File: config.mk
export PLATFORM = sky130hd
export DESIGN_NAME = fps_profile_select
export DESIGN_NICKNAME = d
export VERILOG_FILES = /design/src/rtl/fps_pkg.sv /design/src/rtl/fps_strap_latch.sv /design/src/rtl/fps_sync2.sv /design/src/rtl/fps_profile_table.sv /design/src/rtl/fps_profile_select.sv
export SDC_FILE = /design/constraint.sdc
export NUM_CORES = 1
export LEC_CHECK = 0
export CELL_PAD_IN_SITES_DETAIL_PLACEMENT = 0
export CELL_PAD_IN_SITES_GLOBAL_PLACEMENT = 1
export CORE_MARGIN = 3
export CORE_UTILIZATION = 30
export CTS_CLUSTER_DIAMETER = 50
export DETAILED_ROUTE_END_ITERATION = 10
export PLACE_DENSITY = 0.49
export SLEW_MARGIN = 40
export SYNTH_ARGS = -nofsm -noshare
export SYNTH_HDL_FRONTEND = slang
export SYNTH_HIERARCHICAL = 1
export SYNTH_SLANG_ARGS = --single-unit
File: constraint.sdc
create_clock -name clk -period 4.03 [get_ports clk]
set_input_delay 1.0075 -clock clk [delete_from_list [all_inputs] [get_ports clk]]
set_output_delay 1.0075 -clock clk [all_outputs]
set_load 0.005 [all_outputs]
File: src/rtl/fps_pkg.sv
// Package: shared widths and the row type of the frequency profile selector.
// Assumes an index of IDX_W bits, where all but the top bit come from straps.
package fps_pkg;
    localparam int P_W     = 11;
    localparam int Q_W     = 8;
    localparam int IDX_W   = 3;
    localparam int ROWS    = 1 << IDX_W;
    localparam int STRAP_W = IDX_W - 1;
    localparam int DEF_P_BASE = 64;
    localparam int DEF_P_STEP = 16;

    typedef struct packed {
        logic           bank;
        logic [P_W-1:0] p;
        logic [Q_W-1:0] q;
    } prof_row_t;

    // Reset contents of row r: Q = r+1, P = base + step*r, bank = r[0]
    function automatic prof_row_t default_row(input int unsigned r);
        prof_row_t row;
        row.q    = Q_W'(r + 1);
        row.p    = P_W'(DEF_P_BASE + DEF_P_STEP * r);
        row.bank = r[0];
        return row;
    endfunction
endpackage

File: src/rtl/fps_strap_latch.sv
// Module: samples the strap pins once, on the first edge after reset release,
// and holds them until the next reset. Assumes pins settle before that edge.
module fps_strap_latch #(
    parameter int W = 2
) (
    input  logic         clk,
    input  logic         rst_n,
    input  logic [W-1:0] pins,
    output logic [W-1:0] strap,
    output logic         captured
);

    // One-shot capture of the strap pins after reset
    always_ff @(posedge clk) begin
        if (!rst_n) begin
            strap    <= '0;
            captured <= 1'b0;
        end else if (!captured) begin
            strap    <= pins;
            captured <= 1'b1;
        end
    end

    AST_CAPTURE_ONCE: assert property (@(posedge clk) disable iff (!rst_n)
        $past(rst_n) |-> captured);

endmodule

File: src/rtl/fps_sync2.sv
// Module: two-flop synchronizer for an asynchronous level input.
// Assumes the input is a slow level; no pulse capture is attempted.
module fps_sync2 #(
    parameter int W = 1
) (
    input  logic         clk,
    input  logic         rst_n,
    input  logic [W-1:0] d_async,
    output logic [W-1:0] q_sync
);

    logic [W-1:0] meta;

    // Two-stage resynchronization into the clk domain
    always_ff @(posedge clk) begin
        if (!rst_n) begin
            meta   <= '0;
            q_sync <= '0;
        end else begin
            meta   <= d_async;
            q_sync <= meta;
        end
    end

    AST_SYNC_TWO_STAGE: assert property (@(posedge clk) disable iff (!rst_n)
        $past(rst_n, 2) |-> q_sync == $past(d_async, 2));

endmodule

File: src/rtl/fps_profile_table.sv
// Module: ROWS-entry profile register table with reset defaults, one write
// port and one asynchronous read port. Assumes writes are single-row per edge.
module fps_profile_table
    import fps_pkg::*;
(
    input  logic             clk,
    input  logic             rst_n,
    input  logic             wr_en,
    input  logic [IDX_W-1:0] wr_addr,
    input  prof_row_t        wr_row,
    input  logic [IDX_W-1:0] rd_addr,
    output prof_row_t        rd_row
);

    prof_row_t rows [ROWS];

    for (genvar g = 0; g < ROWS; g++) begin : g_row
        // Row register: reset to its default, load on an addressed write
        always_ff @(posedge clk) begin
            if (!rst_n) begin
                rows[g] <= default_row(g);
            end else if (wr_en && (wr_addr == IDX_W'(g))) begin
                rows[g] <= wr_row;
            end
        end
    end

    // Read mux for the active row
    always_comb begin
        rd_row = rows[rd_addr];
    end

    AST_WRITE_LANDS: assert property (@(posedge clk) disable iff (!rst_n)
        ($past(wr_en) && $past(rst_n)) |-> rows[$past(wr_addr)] == $past(wr_row));

endmodule

File: src/rtl/fps_profile_select.sv
// Module: top of the startup-latched frequency profile selector. Builds the
// row index from latched straps and a synchronized live select bit, presents
// the active row, and pulses prof_chg when the presented profile changes.
// Assumes rst_n is held low for at least two clock edges.
module fps_profile_select
    import fps_pkg::*;
(
    input  logic               clk,
    input  logic               rst_n,
    input  logic [STRAP_W-1:0] strap_pins,
    input  logic               hi_sel_pin,
    input  logic               hi_sel_en,
    input  logic               wr_en,
    input  logic [IDX_W-1:0]   wr_addr,
    input  logic [P_W-1:0]     wr_p,
    input  logic [Q_W-1:0]     wr_q,
    input  logic               wr_bank,
    output logic [P_W-1:0]     pll_p,
    output logic [Q_W-1:0]     pll_q,
    output logic               div_bank,
    output logic               prof_chg
);

    logic [STRAP_W-1:0] strap;
    logic               cap_done;
    logic               hi_sync;
    logic [IDX_W-1:0]   idx_next;
    logic [IDX_W-1:0]   cur_idx;
    prof_row_t          wr_row;
    prof_row_t          act_row;

    fps_strap_latch #(.W(STRAP_W)) u_strap (
        .clk      (clk),
        .rst_n    (rst_n),
        .pins     (strap_pins),
        .strap    (strap),
        .captured (cap_done)
    );

    fps_sync2 #(.W(1)) u_sync (
        .clk     (clk),
        .rst_n   (rst_n),
        .d_async (hi_sel_pin),
        .q_sync  (hi_sync)
    );

    // Pack the write port fields into a row
    always_comb begin
        wr_row.bank = wr_bank;
        wr_row.p    = wr_p;
        wr_row.q    = wr_q;
    end

    fps_profile_table u_table (
        .clk     (clk),
        .rst_n   (rst_n),
        .wr_en   (wr_en),
        .wr_addr (wr_addr),
        .wr_row  (wr_row),
        .rd_addr (cur_idx),
        .rd_row  (act_row)
    );

    // Next index: row 0 until straps are captured, then {hi, straps}
    always_comb begin
        if (cap_done) begin
            idx_next = {hi_sync & hi_sel_en, strap};
        end else begin
            idx_next = '0;
        end
    end

    // Active index register and change strobe
    always_ff @(posedge clk) begin
        if (!rst_n) begin
            cur_idx  <= '0;
            prof_chg <= 1'b0;
        end else begin
            cur_idx  <= idx_next;
            prof_chg <= (idx_next != cur_idx) || (wr_en && (wr_addr == idx_next));
        end
    end

    // Drive the presented profile from the active row
    always_comb begin
        pll_p    = act_row.p;
        pll_q    = act_row.q;
        div_bank = act_row.bank;
    end

    AST_ROW0_BEFORE_CAPTURE: assert property (@(posedge clk) disable iff (!rst_n)
        !cap_done |-> cur_idx == '0);

    AST_STRAP_BITS_FROZEN: assert property (@(posedge clk) disable iff (!rst_n)
        $past(cap_done, 2) |-> cur_idx[STRAP_W-1:0] == $past(cur_idx[STRAP_W-1:0]));

    AST_HI_MASKED: assert property (@(posedge clk) disable iff (!rst_n)
        !$past(hi_sel_en) |-> !cur_idx[IDX_W-1]);

    AST_IDX_CHANGE_STROBE: assert property (@(posedge clk) disable iff (!rst_n)
        (cur_idx != $past(cur_idx)) |-> prof_chg);

    AST_ACTIVE_WRITE_STROBE: assert property (@(posedge clk) disable iff (!rst_n)
        ($past(rst_n) && $past(wr_en) && ($past(wr_addr) == cur_idx)) |-> prof_chg);

    AST_QUIET_NO_STROBE: assert property (@(posedge clk) disable iff (!rst_n)
        ($past(rst_n) && !$past(wr_en) && (cur_idx == $past(cur_idx))) |-> !prof_chg);

endmodule

=== After elaboration in Yosys (flattened, before gate mapping) ===
Memory sizes are Yosys's and may differ from the RTL's. A register that Yosys moved wholly into a read port is not among the register bits.
Cells that the tools add are included.

* Bits in registers: 9
* Bits in writable memories: 160
* Bits of input ports: 30
* Output and inout port bits: 21
* Logic and storage cells: 72
* Memories kept: 1

{| class="wikitable"
|+ Memories
! name !! depth !! bits a word !! rd ports !! clocked after Yosys merged registers in !! wr ports !! line !! RTL
|-
| u_table.rows || 8 || 20 || 1 || 1 || 8 || fps_profile_table.sv:15 || <nowiki>prof_row_t rows [ROWS];</nowiki>
|}

* Equal/unequal tests: 9
* Multiplexer cells: 36
* Bitwise logic cells: 9
* Reduce and logical (&&, ||, !) cells: 11

{| class="wikitable"
|+ Operators by type and width
! cell !! count
|-
| 2-to-1 mux 20 bit || 8
|-
| 2-to-1 mux 1 bit || 26
|-
| == test 3 bit, second input constant || 4
|-
| logical AND 1 bit || 9
|-
| bitwise OR 1 bit || 8
|-
| == test 3 x 2 -> 1 bit, second input constant || 2
|-
| 2-to-1 mux 3 bit || 2
|-
| == test 3 x 1 -> 1 bit, second input constant || 1
|-
| == test 3 bit || 1
|-
| logical NOT 3 bit || 1
|-
| != test 3 bit || 1
|-
| bitwise AND 1 bit || 1
|-
| logical OR 1 bit || 1
|}

=== Longest topological paths before layout ===
* Word-level depth: 6
* Depth in mapped cells: 4
* Gate-level depth less buffers: 4

=== Hierarchy ===
Netlist, hierarchy kept.

{| class="wikitable"
|+ By module, submodules not included
! module !! instances !! cells each !! area an instance (µm²) !! seq. area each (µm²)
|-
| fps_profile_table || 1 || 445 || 7404.6 || 4804.6
|-
| fps_profile_select || 1 || 27 || 232.7 || 80.1
|-
| fps_strap_latch || 1 || 7 || 92.6 || 60.1
|-
| fps_sync2 || 1 || 4 || 52.6 || 40.0
|}

=== Least setup slack after synthesis ===
No wires, ideal clock.

* Kind: input to register
* Start point: in wr_addr[1]
* End point: mem u_table/rows[0][0] (netlist name) (enable)
* Library setup time: 425 ps
* Arrival: 2817 ps
* Data required time: 3605 ps
* Slack: 789 ps
* Stages: 2
* Path buffers: 0
* Cell sequence: or2_2 -> o21ai_0

{| class="wikitable"
|+ RTL lines
! what !! line !! RTL
|-
| start, declared || fps_profile_select.sv:14 || <nowiki>input logic [IDX_W-1:0] wr_addr,</nowiki>
|-
| end, declared || fps_profile_table.sv:15 ||
|}

==> impl_metrics.py <==
metrics = {
    "cts": {
        "cts_max_level": 4,
        "cts_hold_buf": 0,
        "tritoncts": "yes",
        "numCtsBuffers": 17,
        "cts_resized": 0,
        "clock-sinks": 169,
        "path_clk_slew_ns": 0.06,
        "postCtsSetupBuffers": 0,
        "clockBufferDepth": 2,
        "root_buffer": "clkbuf_16",
        "clk_latency_ns": 0.42,
    },
    "critical_path": {
        "critical_path.max_fanout": 15,
        "r2r_end": "prof_chg",
        "r2r_start": "cur_idx[0]",
        "r2r.worst_path.cells": 4,
        "crit_required_ns": 3.02,
        "crit_type": "reg2out",
        "crit_arrival_ns": 2.75,
        "rrSetupSlack_ns": 2.50,
        "endpoint_kind": "output pin",
        "critPathLaunchType": "flop",
    },
    "sta": {
        "rsz0062_at_grt": "false",
        "clock.fmax_ghz": 0.266,
        "setup-tns-final_ns": 0,
        "relSlewSlack": 0.495,
        "setup_viol": 0,
        "worstMarginPinSlew_ns": 0.756,
        "post-route-period-util": 0.931,
        "finalCriticalPeriod_ns": 3.75,
        "clock_skew_ns": 0.00218,
        "hold_viol": 0,
        "drv_slew": 0,
    },
    "floorplanning": {
        "die-area_um2": 27900,
        "dieWidth_um": 167,
        "die_y_um": 167,
        "rows": 58,
        "ios": 51,
        "start_util": 0.307,
        "core_area_um2": 25300,
    },
    "finish": {
        "nets": 560,
        "n_antenna_cell": 0,
        "area_growth_pct": 19.8,
        "drive_gt1_frac": 0.155,
        "mostFrequentLayoutCells": "160 x edfxtp_1, 129 x and3_1, 50 x clkdlybuf4s50_1",
        "final_cell_area_um2": 9320,
        "final_common_cell": "edfxtp_1",
    },
    "yosys": {
        "synth.avg_cell_area_um2": 16.1,
        "synth_cells": 483,
        "syn_nets": 513,
        "synth_seq_area_share": 0.641,
        "yosysWarnings": 6,
        "synth.distinct_cells": 31,
        "syn_area_um2": 7780,
        "postSynthRegisterBits": 169,
    },
    "route": {
        "num_vias": 4468,
        "drt-total-wl_um": 20400,
        "via_per_inst": 5.12,
        "drt-pass1-iter-count": 4,
        "ant_nets": 0,
        "wire_per_inst_um": 23.4,
        "drtIter0Drc": 259,
        "drc_errors": 0,
    },
    "hold_path": {
        "min_to": "u_sync/q_sync",
        "hp-start": "u_sync/meta",
        "hold_depth": 1,
        "hold_class": "reg2reg",
    },
    "global_route": {
        "grt_pass1_wl_um": 30800,
        "antenna_found_initial": 0,
        "grt.total_usage": 0.151,
        "gr-total-overflow": 0,
        "grt_pass1_vias": 4664,
        "grt_max_degree": 66,
    },
    "placement": {
        "hpwlAfterDp_um": 11000,
        "gp_congestion": 0.684,
        "io_buffer_count": 50,
        "placed_cell_area_um2": 8720,
    },
    "pwr": {
        "p_leak_nw": 3.56,
        "pwr-share-clk": 0.415,
        "power_frac_seq": 0.504,
        "power_density_nw_per_um2": 439,
        "total_power_mw": 4.10,
        "internal_power_mw": 3.21,
        "net-switching-power_mw": 0.884,
        "peakVddDrop_mv": 0.239,
        "comb_power_share": 0.081,
        "switching_share": 0.216,
    },
    "run_status": {
        "status": "completed",
    },
    "flow_run": {
        "cap_violations": 0,
    },
}
## state kept, by name, indices dropped and copies added (netlist names)
name,count
u_strap/strap,2
u_table/rows,160
prof_chg,1
cur_idx,3
u_strap/captured,1
u_sync/q_sync,1
u_sync/meta,1
## cell families (layout without fill, tap and decap cells)
logic type | after synthesis | after routing | share of synthesized area
xor gates and xnor gates | 3 | 3 | 0.00338
muxes | 62 | 62 | 0.167
DFF | 169 | 169 | 0.641
AOI/OAI and AO/OA | 14 | 14 | 0.0108
buffers and inverters | 44 | 104 | 0.0262
and+or+nand+nor | 191 | 191 | 0.153
## through the flow
stage / hold WS, ns / util / worst slack [ns] / instances
finish: 0.425 / 0.368 / 0.277 / 873
global route: 0.432 / 0.368 / 0.140 / 873
floorplan: 0.406 / - / 0.789 / 483
detailed placement: 0.414 / 0.344 / 0.657 / 841
CTS: 0.429 / 0.368 / 0.189 / 873
global placement: 0.421 / 0.344 / 0.698 / 841
## Yosys cell counts
cell type	count	area, um2
and4bb_1	1	12.5
nor2_1	4	15.0
o21ai_0	9	45.0
and3_2	1	7.51
or3_1	33	206
xor2_1	1	8.76
buf_1	2	7.51
and3b_1	1	8.76
nand2b_1	3	18.8
buf_2	1	5.00
mux2_2	20	225
xnor2_1	2	17.5
nand3b_1	2	15.0
edfxtp_1	160	4800
and3_1	129	807
mux2i_1	2	20.0
nand3_1	3	15.0
or2_2	2	12.5
dfxtp_1	9	180
and4_2	1	10.0
buf_6	5	56.3
o31a_1	1	8.76
a22oi_1	2	15.0
nor2b_1	4	25.0
mux4_1	40	1050
clkbuf_1	35	131
a32oi_1	1	8.76
o22ai_1	1	6.26
nand2_1	4	15.0
inv_1	1	3.75
and2_1	3	18.8
## worst max-delay path: stages (launching register included)
cell	delay, ns
dfxtp_2	0.66
buf_4	0.33
mux4_1	0.56
mux2_2	0.31
clkdlybuf4s50_1	0.46
## final cells by class
class | count | area (um2)
fillers | 2349 | 16000
flip-flops and latches | 169 | 4990
multi-input cells | 270 | 2630
repair buffers | 71 | 683
clock buffers | 18 | 429
well taps | 330 | 413
clock inverters | 14 | 179
inverters | 1 | 3.75
## worst max-delay path by stage
stage / start / to / slack [ns] / cells past startpoint
2_1_floorplan: wr_addr[1] / u_table/rows[0][0] / 0.79 / 2
3_3_place_gp: cur_idx[0] / pll_p[4] / 0.70 / 4
3_5_place_dp: cur_idx[0] / pll_p[4] / 0.66 / 4
4_1_cts: cur_idx[0] / pll_p[4] / 0.19 / 4
5_1_grt: cur_idx[0] / pll_q[0] / 0.14 / 4
6_report: cur_idx[0] / pll_q[0] / 0.28 / 4
## layer usage
metal | wire (um) | vias up | GRT usage
li1 | - | 2063 | -
met1 | 9670 | 2305 | 0.216
met2 | 9780 | 84 | 0.240
met3 | 724 | 16 | 0.0249
met4 | 211 | 0 | 0.0377
met5 | 0 | - | 0
## power groups by stage
stage | registers, mW | logic (mW) | clock network (mW)
6_report | 2.06 | 0.332 | 1.70
5_1_grt | 2.07 | 0.359 | 1.81
3_5_place_dp | 2.10 | 0.337 | 0
2_1_floorplan | 2.09 | 0.155 | 0
4_1_cts | 2.06 | 0.339 | 1.74
3_3_place_gp | 2.10 | 0.338 | 0
(Power assumes the default switching activity.)
